### config.mk
export PLATFORM = sky130hd
export DESIGN_NAME = frac_baud_gen
export DESIGN_NICKNAME = d
export VERILOG_FILES = /design/src/rtl/frac_baud_pkg.sv /design/src/rtl/baud_stage_regs.sv /design/src/rtl/baud_frac_div.sv /design/src/rtl/baud_bit_prescale.sv /design/src/rtl/frac_baud_gen.sv
export SDC_FILE = /design/constraint.sdc
export NUM_CORES = 1
export LEC_CHECK = 0
export BUFFER_PORTS_ARGS = -buffer_cell sky130_fd_sc_hd__buf_4
export CORE_MARGIN = 2
export CORE_UTILIZATION = 45
export DETAILED_ROUTE_END_ITERATION = 10
export GPL_ROUTABILITY_DRIVEN = 0
export PLACE_DENSITY_LB_ADDON = 0.3
export SYNTH_ARGS = -nofsm -noshare
export SYNTH_HDL_FRONTEND = slang
export SYNTH_SLANG_ARGS = --single-unit
### constraint.sdc
create_clock -name clk -period 3.7 [get_ports clk]
set_input_delay 0.74 -clock clk [delete_from_list [all_inputs] [get_ports clk]]
set_output_delay 0.74 -clock clk [all_outputs]
set_load 0.01 [all_outputs]
### src/rtl/frac_baud_pkg.sv
package frac_baud_pkg;
  parameter int DIV_INT_W  = 16;
  parameter int DIV_FRAC_W = 6;
  parameter int LINE_W     = 8;
  parameter int OSR_LOG2   = 4;
  localparam int ACTIVE_W  = DIV_INT_W + DIV_FRAC_W + LINE_W;

  typedef struct packed {
    logic [LINE_W-1:0]     line;
    logic [DIV_INT_W-1:0]  whole;
    logic [DIV_FRAC_W-1:0] frac;
  } baud_active_t;
endpackage

### src/rtl/baud_stage_regs.sv
module baud_stage_regs
  import frac_baud_pkg::*;
(
  input  logic                  clk,
  input  logic                  rst_n,
  input  logic                  int_wr,
  input  logic [DIV_INT_W-1:0]  int_din,
  input  logic                  frac_wr,
  input  logic [DIV_FRAC_W-1:0] frac_din,
  input  logic                  lcr_wr,
  input  logic [LINE_W-1:0]     lcr_din,
  output baud_active_t          active,
  output logic                  commit
);
  logic [DIV_INT_W-1:0]  stg_whole;
  logic [DIV_FRAC_W-1:0] stg_frac;

  // staging registers: hold until rewritten
  always_ff @(posedge clk) begin
    if (!rst_n) begin
      stg_whole <= '0;
      stg_frac  <= '0;
    end else begin
      if (int_wr)  stg_whole <= int_din;
      if (frac_wr) stg_frac  <= frac_din;
    end
  end

  // active register: written only by a line-control write
  always_ff @(posedge clk) begin
    if (!rst_n) begin
      active <= '0;
      commit <= 1'b0;
    end else begin
      commit <= lcr_wr;
      if (lcr_wr) begin
        active.line  <= lcr_din;
        active.whole <= stg_whole;
        active.frac  <= stg_frac;
      end
    end
  end

  // without a line-control write the active register holds
  a_r2_active_holds: assert property (@(posedge clk) disable iff (!rst_n)
    !lcr_wr |=> $stable(active));
  // a commit takes the staged values from before the write cycle
  a_r3_commit_takes_stage: assert property (@(posedge clk) disable iff (!rst_n)
    lcr_wr |=> (active.line == $past(lcr_din)) && (active.whole == $past(stg_whole))
               && (active.frac == $past(stg_frac)));
  // an unwritten staging register keeps its value
  a_r5_stage_keeps: assert property (@(posedge clk) disable iff (!rst_n)
    !int_wr |=> $stable(stg_whole));
endmodule

### src/rtl/baud_frac_div.sv
module baud_frac_div #(
  parameter int INT_W  = 16,
  parameter int FRAC_W = 6
) (
  input  logic              clk,
  input  logic              rst_n,
  input  logic              reload,
  input  logic [INT_W-1:0]  div_whole,
  input  logic [FRAC_W-1:0] div_frac,
  output logic              os_tick
);
  logic [INT_W-1:0]  cnt;
  logic [FRAC_W-1:0] phase;
  logic [FRAC_W:0]   phase_sum;
  logic              running;
  logic [INT_W-1:0]  next_len;

  assign running   = (div_whole != '0);
  assign phase_sum = {1'b0, phase} + {1'b0, div_frac};
  // a phase carry lengthens the coming period by one clock
  assign next_len  = div_whole - INT_W'(1) + INT_W'(phase_sum[FRAC_W]);

  always_ff @(posedge clk) begin
    if (!rst_n) begin
      cnt     <= '0;
      phase   <= '0;
      os_tick <= 1'b0;
    end else if (reload) begin
      cnt     <= div_whole - INT_W'(1);
      phase   <= '0;
      os_tick <= 1'b0;
    end else if (!running) begin
      cnt     <= '0;
      phase   <= '0;
      os_tick <= 1'b0;
    end else if (cnt == '0) begin
      os_tick <= 1'b1;
      phase   <= phase_sum[FRAC_W-1:0];
      cnt     <= next_len;
    end else begin
      os_tick <= 1'b0;
      cnt     <= cnt - INT_W'(1);
    end
  end

  // a zero whole part produces no tick
  a_r8_no_tick_when_zero: assert property (@(posedge clk) disable iff (!rst_n)
    (div_whole == '0) |=> !os_tick);
  // the cycle after a reload carries no tick
  a_r10_reload_quiet: assert property (@(posedge clk) disable iff (!rst_n)
    reload |=> !os_tick);
  // ticks are single-cycle when the whole part exceeds one
  a_r11_single_pulse: assert property (@(posedge clk) disable iff (!rst_n)
    (os_tick && div_whole > INT_W'(1) && !reload) |=> !os_tick);
endmodule

### src/rtl/baud_bit_prescale.sv
module baud_bit_prescale #(
  parameter int OSR_LOG2 = 4
) (
  input  logic clk,
  input  logic rst_n,
  input  logic reload,
  input  logic hs_sel,
  input  logic os_tick,
  output logic bit_tick
);
  localparam logic [OSR_LOG2-1:0] LAST_SLOW = OSR_LOG2'((1 << OSR_LOG2) - 1);
  localparam logic [OSR_LOG2-1:0] LAST_FAST = OSR_LOG2'((1 << (OSR_LOG2 - 1)) - 1);

  logic [OSR_LOG2-1:0] pre;
  logic [OSR_LOG2-1:0] last;

  assign last = hs_sel ? LAST_FAST : LAST_SLOW;

  always_ff @(posedge clk) begin
    if (!rst_n || reload) begin
      pre      <= '0;
      bit_tick <= 1'b0;
    end else if (os_tick) begin
      if (pre >= last) begin
        pre      <= '0;
        bit_tick <= 1'b1;
      end else begin
        pre      <= pre + OSR_LOG2'(1);
        bit_tick <= 1'b0;
      end
    end else begin
      bit_tick <= 1'b0;
    end
  end

  // a baud tick always follows an oversample tick
  a_r9_bit_after_os: assert property (@(posedge clk) disable iff (!rst_n)
    bit_tick |-> $past(os_tick));
endmodule

### src/rtl/frac_baud_gen.sv
module frac_baud_gen
  import frac_baud_pkg::*;
(
  input  logic                  clk,
  input  logic                  rst_n,
  input  logic                  hs_sel,
  input  logic                  int_wr,
  input  logic [DIV_INT_W-1:0]  int_din,
  input  logic                  frac_wr,
  input  logic [DIV_FRAC_W-1:0] frac_din,
  input  logic                  lcr_wr,
  input  logic [LINE_W-1:0]     lcr_din,
  output logic                  os_tick,
  output logic                  bit_tick,
  output logic [LINE_W-1:0]     line_ctrl
);
  baud_active_t active;
  logic         commit;

  baud_stage_regs u_stage (
    .clk(clk), .rst_n(rst_n),
    .int_wr(int_wr), .int_din(int_din),
    .frac_wr(frac_wr), .frac_din(frac_din),
    .lcr_wr(lcr_wr), .lcr_din(lcr_din),
    .active(active), .commit(commit)
  );

  baud_frac_div #(.INT_W(DIV_INT_W), .FRAC_W(DIV_FRAC_W)) u_div (
    .clk(clk), .rst_n(rst_n), .reload(commit),
    .div_whole(active.whole), .div_frac(active.frac),
    .os_tick(os_tick)
  );

  baud_bit_prescale #(.OSR_LOG2(OSR_LOG2)) u_pre (
    .clk(clk), .rst_n(rst_n), .reload(commit),
    .hs_sel(hs_sel), .os_tick(os_tick), .bit_tick(bit_tick)
  );

  assign line_ctrl = active.line;

  // the line-control output changes only after a commit
  a_r1_line_follows_commit: assert property (@(posedge clk) disable iff (!rst_n)
    !lcr_wr |=> $stable(line_ctrl));
endmodule

==> impl_metrics.tcl, run 1 <==
set metrics [dict create \
    min-delay-start "u_div.phase[5]" \
    hold_viol 0 \
    placedCellCount 660 \
    fin_crit_sh 0.919 \
    rrSetupSlack_ns 0.30 \
    final_common_cell "dfxtp_1" \
    outcome "finished clean" \
    worstSetupStartpointType "register" \
    layout_common_cells "dfxtp_1, nor2_1, mux2i_1" \
    dieWidth_um 104 \
    clock_sinks 81 \
    vdd_drop_max_uv 264 \
    grt_overflow 0 \
    htree_levels 3 \
    yosysUniqueCellTypes 60 \
    num_vias 3739 \
    hold_class "reg2reg" \
    synth_edf_count 0 \
    reg2reg_from "u_stage.active[0]" \
    clk_path_buf_depth 2 \
    synth_area_um2 4480 \
    finalNetCount 587 \
    drive_gt1_frac 0.137 \
    synthTopCellsByArea "dfxtp_1, mux2i_1, nor2_1" \
    ant_nets 0 \
    fin_crit_ns 3.40 \
    grt_pass1_vias 3544 \
    post-synth-top-area-fraction 0.362 \
    yosysWarnings 0 \
    finClkSkew_ns 0.0113 \
    drt_iter0_drc 187 \
    ys_ff_latch 81 \
    drc 0 \
    diodes 0 \
    drt_pass1_iterations 4 \
    totalWireLength_mm 9.88 \
    cts_tree "built" \
    yosysTopAreaCell "dfxtp_1" \
    yosysSeqAreaShare 0.362 \
    power_density_nw_per_um2 474 \
    grt_max_degree 36 \
    pre_cts_ws_ns 0.246 \
    coreArea_um2 9730 \
    path_max_fanout 6 \
    setup_ws_ns 0.298 \
    syn2layout_area_growth_pct 12.3 \
    vias_per_cell 5.54 \
    finalMaxSlewViolations 0 \
    avgSynthCellArea_um2 8.64 \
    path_class "reg2reg" \
    clockRootBuffer "clkbuf_8" \
    async_reset_ff_frac 0 \
    worstPathArrival_ns 3.70 \
    fmax_mhz 294 \
    routedWlPerCell_um 14.6 \
    numCtsBuffers 9 \
    syn-num-nets 568 \
    cts_hold_buf 0 \
    cap_violations 0 \
    dieArea_um2 10800 \
    place_hpwl_mm 7.04 \
    grt_pass1_wl_mm 16.8 \
    initial_utilization 0.461 \
    finalSetupTns_ns 0 \
    antenna_found_initial 0 \
    whs_endpoint "u_div.phase[5]" \
    clk_latency_ns 0.36 \
    rr_worst_depth 15 \
    grtUsageTotal 0.190 \
    whs_path_depth 2 \
    num_io_pins 46 \
    fp-row-count 36 \
    rsz0062_at_grt "false" \
    ys.flop_type "dfxtp_1" \
    regToRegEndpoint "u_div.cnt[11]" \
    timing.slew.headroom 0.444 \
    setup_viol 0 \
    fin_cells 675 \
    cp.required_ns 3.99 \
    numPortBuffers 45 \
    power_leakage_nw 2.12 \
    endpoint_kind "register" \
    worst_slew_pin_slew_ns 0.830 \
    die_h_um 104 \
    p_total_mw 2.39 \
    syn-instance-count 519 \
    clkTransAtPathRegs_ns 0.08 \
]
[area by class of cell]
type,instances,area (um^2)
Multi-Input combinational cell,379,2600
Inverter,17,63.8
Fill cell,936,4700
Clock buffer,11,151
Sequential cell,81,1620
Tap cell,133,166
Clock inverter,4,51.3
Timing Repair Buffer,50,375
[flip-flops by register name (all words and copies together) (netlist names)]
register	count
u_div.phase	6
u_stage.stg_whole	16
u_stage.stg_frac	6
u_stage.commit	1
u_div.os_tick	1
u_div.cnt	16
u_pre.pre	4
u_pre.bit_tick	1
u_stage.active	30
[repair_timing]
action	4_1_cts	5_1_grt
buffers inserted	0	0
endpoints found under the setup margin	0	1
resized for setup	0	1
[worst max path at each step]
stage,endpoint,startpoint,cells after the start
2_1_floorplan,u_div.cnt[11],u_stage.active[0],15
3_3_place_gp,u_div.cnt[11],u_stage.active[0],15
3_5_place_dp,u_div.cnt[11],u_stage.active[0],15
4_1_cts,u_div.cnt[11],u_stage.active[0],15
5_1_grt,u_div.cnt[14],u_div.phase[0],15
6_report,u_div.cnt[11],u_stage.active[0],15
[report_power, final]
group / internal, mW / switching (mW) / leakage (nW)
clock: 0.346 / 0.320 / 0.102
combinational: 0.309 / 0.390 / 1.36
sequential: 0.943 / 0.0794 / 0.664
[worst max-delay path, stage by stage (launching register included)]
cell       delay, ns
dfxtp_1         0.34
ha_1            0.16
inv_1           0.06
fa_1            0.39
inv_1           0.07
a21oi_1         0.05
o21bai_1        0.19
a21oi_1         0.09
o21bai_1        0.20
ha_1            0.24
nor3b_1         0.26
and4_1          0.31
a2bb2oi_4       0.22
a21oi_1         0.10
or4b_1          0.51
a21oi_1         0.14
[per-layer routing]
| metal | track usage | wire length (um) | vias to the layer above |
|---|---|---|---|
| met5 | 0 | 0 | - |
| met4 | 0.0859 | 201 | 0 |
| met3 | 0.0283 | 511 | 19 |
| met2 | 0.301 | 4400 | 96 |
| met1 | 0.257 | 4760 | 1745 |
| li1 | - | - | 1879 |
[logic make-up after synthesis]
logic type	Yosys count	share of synthesized area
AOI/OAI and AO/OA	95	0.151
xor gates and xnor gates	36	0.0704
adders and majority gates	13	0.0380
buffers and inverters	59	0.0583
DFF	81	0.362
muxes	54	0.121
and+or+nand+nor	181	0.200
[cells in the mapped netlist, types with 3 or more instances]
cell type,n
o22ai_1,3
and2_1,3
or3_1,8
a211oi_1,5
clkbuf_1,27
nand2_1,29
ha_1,12
o21a_1,4
buf_1,4
nand3_1,6
buf_4,8
dfxtp_1,81
a21oi_1,26
nand4_1,5
a31o_2,3
inv_1,16
nor2_1,76
o21bai_1,7
a211o_1,3
a31oi_1,4
nand2b_1,5
o2111ai_1,3
mux2i_1,54
nor4_1,8
o32ai_1,3
nor3_1,16
or4_1,8
xnor2_1,25
o21ai_0,9
o31ai_1,4
or4_4,3
o211ai_1,7
xor2_1,11
[stage by stage]
step	hold slack, ns	utilization	cell area, um^2
floorplan	0.436	-	4480
global placement	0.443	0.496	4830
detailed placement	0.453	0.496	4830
CTS	0.464	0.517	5030
global route	0.501	0.517	5030
finish	0.460	0.517	5030
Power figures use the tool's default switching activity.
==> run 2, diff against run 1 <==
--- a/config.mk
+++ b/config.mk
@@ -5,6 +5,7 @@
 export SDC_FILE = /design/constraint.sdc
 export NUM_CORES = 1
 export LEC_CHECK = 0
+export ABC_AREA = 1
 export BUFFER_PORTS_ARGS = -buffer_cell sky130_fd_sc_hd__buf_4
 export CORE_MARGIN = 2
 export CORE_UTILIZATION = 45
==> run 2 against run 1 <==
Net effect:
- area after synthesis up 0.42%
- global-route usage down 0.90 points
- via count up 7.3%
- synthesized cell count up 25%
- critical path depth up 4
- die area up 0.40%
- maximum frequency up 9.0%
- sequential share of layout area down 0.11 points
- critical endpoint is now u_div.cnt[12]
==> impl_metrics.tcl, run 2 <==
set metrics [dict create \
    outcome "finished clean" \
    drt_pass1_iterations 4 \
    timing.slew.headroom 0.355 \
    vdd_drop_max_uv 269 \
    yosys.cell_count.top_type "nor2_1" \
    grt_pass1_vias 3753 \
    clock_sinks 81 \
    finalNetCount 726 \
    wl_met2_mm 4.37 \
    syn-num-nets 696 \
    num_vias 4013 \
    ctsResizeCount 0 \
    grt_overflow 0 \
    drt_iter0_drc 175 \
    diodes 0 \
    synth_edf_count 0 \
    drc 0 \
    finalMaxSlewViolations 0 \
    avgSynthCellArea_um2 6.96 \
    synth_area_um2 4500 \
    fin_crit_ns 3.12 \
    die_h_um 104 \
    path_max_fanout 4 \
    seq_area_um2 1620 \
    setup_viol 0 \
    syn-instance-count 647 \
    coreArea_um2 9730 \
    fmax_mhz 320 \
    setup_ws_ns 0.579 \
    yosysUniqueCellTypes 41 \
    htree_levels 3 \
    clk_latency_ns 0.36 \
    reg_top3 "u_stage.active x30, u_div.cnt x16, u_stage.stg_whole x16" \
    final_common_cell "nor2_1" \
    endpoint_kind "register" \
    finClkSkew_ns 0.0117 \
    post-cts-setup-buffers 0 \
    pre_cts_ws_ns 0.654 \
    ant_nets 0 \
    hold_class "reg2reg" \
    grtUsageTotal 0.181 \
    post-synth-top-area-fraction 0.360 \
    top_layer_used "met4" \
    cts_tree "built" \
    clkTransAtPathRegs_ns 0.09 \
    drive_gt1_frac 0.166 \
    multi_input_area_um2 2480 \
    worstSetupStartpointType "register" \
    totalWireLength_mm 9.53 \
    grt_max_degree 55 \
    yosysWarnings 0 \
    worstPathArrival_ns 3.35 \
    wl_met3_um 437 \
    cts_hold_buf 0 \
    syn2layout_area_growth_pct 12.2 \
    num_io_pins 46 \
    clk_path_buf_depth 2 \
    rr_worst_depth 19 \
    worst_slew_pin_slew_ns 0.967 \
    yosysSeqAreaShare 0.360 \
    ys_ff_latch 81 \
    hold_viol 0 \
    layout_common_cells "nor2_1, nand2_1, dfxtp_1" \
    numPortBuffers 45 \
    dieWidth_um 104 \
    cap_violations 0 \
    largest_register_ffs 30 \
    path_class "reg2reg" \
    ys.flop_type "dfxtp_1" \
    whs_path_depth 2 \
    power_leakage_nw 2.22 \
    async_reset_ff_frac 0 \
    fp-row-count 36 \
    clockRootBuffer "clkbuf_8" \
    finalSetupTns_ns 0 \
    dieArea_um2 10800 \
    initial_utilization 0.463 \
    numCtsBuffers 9 \
    routedWlPerCell_um 11.7 \
    rsz0062_at_grt "false" \
    grt_pass1_wl_mm 16.6 \
    fillers 992 \
    top_register "u_stage.active" \
    power_density_nw_per_um2 540 \
    antenna_found_initial 0 \
    ys_top_cells_by_count "nor2_1, nand2_1, dfxtp_1" \
    synthTopCellsByArea "dfxtp_1, nor2_1, nand2_1" \
    place_hpwl_mm 7.12 \
    met1_length_mm 4.58 \
    final_util 0.519 \
    vias_per_cell 4.92 \
    cp.required_ns 3.93 \
    fin_crit_sh 0.843 \
    p_total_mw 2.73 \
    yosysTopAreaCell "dfxtp_1" \
]
## run 2: cell types whose count changed after synthesis, moves of 20 or more
cell,previous run,this run
mux2i_1,54,0
nor2_1,76,122
nand3_1,6,35
a21oi_1,26,46
xnor2_1,25,2
nand2_1,29,106
o21ai_0,9,68
inv_1,16,56
## run 2: stage by stage
step	area (um^2)	hold slack, ns	instances
floorplan	4500	0.446	647
global placement	4860	0.461	799
detailed placement	4860	0.469	799
CTS	5050	0.482	815
global route	5050	0.496	815
finish	5050	0.484	815
## run 2: kinds of logic (layout without fill, tap and decap cells)
logic type / Yosys count / count (layout) / share of synthesized area
AO/OA/AOI/OAI: 127 / 127 / 0.148
XOR/XNOR: 18 / 18 / 0.0367
flip-flops: 81 / 81 / 0.360
AND/OR/NAND/NOR: 316 / 316 / 0.328
adder cells (fa/ha/maj): 13 / 13 / 0.0378
buffers and inverters: 92 / 127 / 0.0887
## run 2: worst max-delay path, cell delays in order, from the launching register on
cell,delay [ns]
dfxtp_1,0.35
ha_1,0.16
inv_1,0.05
fa_1,0.39
o21ai_0,0.29
a21oi_1,0.11
o21bai_1,0.26
ha_1,0.26
ha_1,0.19
nand2_1,0.07
inv_2,0.08
nand2_1,0.05
nor2_1,0.11
nand3_1,0.15
nor2_2,0.16
nand3_1,0.08
nand2_1,0.06
nand3_1,0.06
nand2_1,0.06
a21oi_1,0.05
## run 2: path summary, 6_finish.rpt
check | startpoint | to | slack [ns]
setup reg to reg | u_stage.active[0] | u_div.cnt[12] | 0.58
setup / recovery | u_stage.active[0] | u_div.cnt[12] | 0.58
hold reg to reg | u_div.phase[0] | u_div.phase[0] | 0.48
hold / removal | u_div.phase[0] | u_div.phase[0] | 0.48
## run 2: final cells by class
class | count | share of cell area
multi-input combinational | 474 | 0.491
sequential | 81 | 0.321
timing repair buffer | 46 | 0.0684
inverter | 65 | 0.0495
tap | 133 | 0.0329
clock buffer | 10 | 0.0272
clock inverter | 6 | 0.00991
## run 2: per-layer routing
| layer | GRT usage | vias to the layer above |
|---|---|---|
| met4 | 0.0512 | 0 |
| met5 | 0 | - |
| met2 | 0.302 | 99 |
| met1 | 0.234 | 1766 |
| met3 | 0.0432 | 8 |
| li1 | - | 2140 |
## run 2: power breakdown
part / internal (mW) / switching (mW)
Clock: 0.271 / 0.344
Combinational: 0.372 / 0.633
Sequential: 0.994 / 0.112
Total: 1.64 / 1.09
==> run 3, diff against run 2 <==
--- a/config.mk
+++ b/config.mk
@@ -5,7 +5,7 @@
 export SDC_FILE = /design/constraint.sdc
 export NUM_CORES = 1
 export LEC_CHECK = 0
-export ABC_AREA = 1
+export ABC_AREA = 0
 export BUFFER_PORTS_ARGS = -buffer_cell sky130_fd_sc_hd__buf_4
 export CORE_MARGIN = 2
 export CORE_UTILIZATION = 45
==> constraint.sdc (replaced) <==
create_clock -name clk -period 2.6 [get_ports clk]
set_input_delay 0.52 -clock clk [delete_from_list [all_inputs] [get_ports clk]]
set_output_delay 0.52 -clock clk [all_outputs]
set_load 0.01 [all_outputs]
==> run 3 against run 2 <==
Net effect:
- the flow now finishes with violations (setup timing)
- first-iteration DRC count rose by 12%
- combinational power rose by 8%
- routed wire length rose by 12%
- design area rose by 9.8%
- die area fell by 0.40%
- via count barely moved
- sequential cell count did not move
- count of clock-buffer cells in the layout fell by 1
- sequential share of layout area fell by 2.8 points
- critical path depth fell by 4
- critical path type unchanged
- largest cell class unchanged
==> impl_metrics.tcl, run 3 (same netlist as run 1, synthesis figures left out) <==
set metrics [dict create \
    fp-row-count 36 \
    setup_ws_ns -0.559 \
    setup_viol 15 \
    grt_pass1_wl_mm 18.2 \
    numPortBuffers 45 \
    p_total_mw 3.49 \
    reg_top3 "u_stage.active x30, u_div.cnt x16, u_stage.stg_whole x16" \
    reg2reg_from "u_div.phase[0]" \
    place_hpwl_mm 7.41 \
    rsz0062_at_grt "true" \
    fmax_mhz 317 \
    drt_pass1_iterations 5 \
    top_register "u_stage.active" \
    vdd_drop_max_uv 350 \
    cp_slowest_cell "or4b_1" \
    clk_path_buf_depth 2 \
    vias_per_cell 5.53 \
    clk_latency_ns 0.36 \
    diodes 0 \
    cp-startpoint "u_div.phase[0]" \
    rrSetupSlack_ns -0.56 \
    ant_nets 0 \
    fin_crit_sh 1.22 \
    num_vias 4012 \
    cp.depth 15 \
    path_class "reg2reg" \
    syn2layout_area_growth_pct 23.7 \
    cp_top_family "compound AO/OA/AOI/OAI gates" \
    timing.slew.headroom 0.438 \
    fin_crit_ns 3.16 \
    clkTransAtPathRegs_ns 0.09 \
    numCtsBuffers 9 \
    drt_iter0_drc 196 \
    endpoint_kind "register" \
    hold_viol 0 \
    p_int_mw 2.28 \
    finClkSkew_ns 0.00925 \
    critPathBufInv 2 \
    die_h_um 104 \
    cap_violations 0 \
    violations "setup timing" \
    worst_slew_pin_slew_ns 0.838 \
    routedWlPerCell_um 14.6 \
    grt_overflow 0 \
    drive_gt1_frac 0.251 \
    totalWireLength_mm 10.6 \
    cp.required_ns 2.89 \
    cts_hold_buf 0 \
    num_io_pins 46 \
    largest_register_ffs 30 \
    power.share.switching 0.345 \
    outcome "complete, but fails checks" \
    final_common_cell "buf_4" \
    final_util 0.570 \
    htree_levels 3 \
    grt_pass1_vias 3867 \
    initial_utilization 0.461 \
    dieWidth_um 104 \
    grtUsageTotal 0.203 \
    crit_chain "ha_4, inv_2, fa_2, inv_2, a21oi_2, o21bai_1, a21oi_1, o21bai_1, ha_2, nand3b_1, a211oi_4, a2bb2oi_4, a21oi_2, or4b_1, a21oi_1" \
    cts_tree "built" \
    coreArea_um2 9730 \
    hold_class "in2reg" \
    power_frac_comb 0.313 \
    antenna_found_initial 0 \
    power_density_nw_per_um2 629 \
    drc 0 \
    p_switching_mw 1.20 \
    finalMaxSlewViolations 0 \
    clockRootBuffer "clkbuf_8" \
    power_leakage_nw 2.38 \
    rr_worst_depth 15 \
    layout_common_cells "buf_4, dfxtp_1, nor2_1" \
    crit_end "u_div.cnt[11]" \
    clock_sinks 81 \
    worstSetupStartpointType "register" \
    path_max_fanout 3 \
    regToRegEndpoint "u_div.cnt[11]" \
    dieArea_um2 10800 \
    p_clk_frac 0.274 \
    cp_slowest_stage_delay_ns 0.46 \
    grt_max_degree 53 \
    pre_cts_ws_ns -0.573 \
    worstPathArrival_ns 3.45 \
    fillers 892 \
    finalNetCount 637 \
    seqPwrFrac 0.413 \
]
-- run 3: worst min path at each step --
stage / from / to / slack [ns] / depth (start not counted)
floorplan: u_div.phase[2] / u_div.phase[2] / 0.44 / 2
global placement: u_div.phase[5] / u_div.phase[5] / 0.44 / 2
detailed placement: u_div.phase[5] / u_div.phase[5] / 0.45 / 2
CTS: frac_din[4] / u_stage.stg_frac[4] / 0.38 / 3
global route: int_din[5] / u_stage.stg_whole[5] / 0.39 / 3
finish: lcr_din[5] / u_stage.active[27] / 0.38 / 3
-- run 3: power by group through the flow --
stage               Combinational, mW  Sequential (mW)  Clock (mW)
global placement                 1.03             1.46           0
global route                     1.20             1.45        1.03
floorplan                       0.792             1.44           0
CTS                              1.07             1.44       0.973
detailed placement               1.05             1.47           0
finish                           1.09             1.44       0.955
-- run 3: cell type report --
type	instances	area [um^2]	share of cell area
Clock buffer	9	124	0.0223
Clock inverter	7	77.6	0.0140
Inverter	17	63.8	0.0115
Multi-Input combinational cell	379	2720	0.491
Sequential cell	81	1620	0.293
Tap cell	133	166	0.0300
Timing Repair Buffer	100	767	0.138
-- run 3: timing repair --
item                                    CTS  global route
endpoints found under the hold margin     0             0
pin swaps                                16            11
gates resized for setup                  12             8
setup buffers                            18             2
endpoints found under the setup margin   14            15
-- run 3: routing by layer --
layer,track usage,share of wire,vias to the layer above
met4,0.0907,0.019,0
li1,-,-,1981
met3,0.0340,0.053,21
met2,0.325,0.46,121
met5,0,0,-
met1,0.268,0.47,1889
-- run 3: worst reg2reg max path, stage by stage, from the launching register on --
cell and delay (ns):
dfxtp_2 0.36, ha_4 0.14, inv_2 0.03, fa_2 0.34, inv_2 0.07, a21oi_2 0.05, o21bai_1 0.16, a21oi_1 0.09
o21bai_1 0.26, ha_2 0.26, nand3b_1 0.17, a211oi_4 0.27, a2bb2oi_4 0.22, a21oi_2 0.06, or4b_1 0.46, a21oi_1 0.15
-- run 3: per-stage QoR --
step | cells | area, um^2 | TNS [ns] | hold slack (ns)
4_1_cts | 724 | 5500 | -4.40 | 0.376
3_3_place_gp | 690 | 5110 | -4.07 | 0.443
6_report | 726 | 5540 | -6.23 | 0.385
2_1_floorplan | 519 | 4530 | -1.22 | 0.436
5_1_grt | 726 | 5540 | -8.15 | 0.386
3_5_place_dp | 690 | 5110 | -5.10 | 0.452
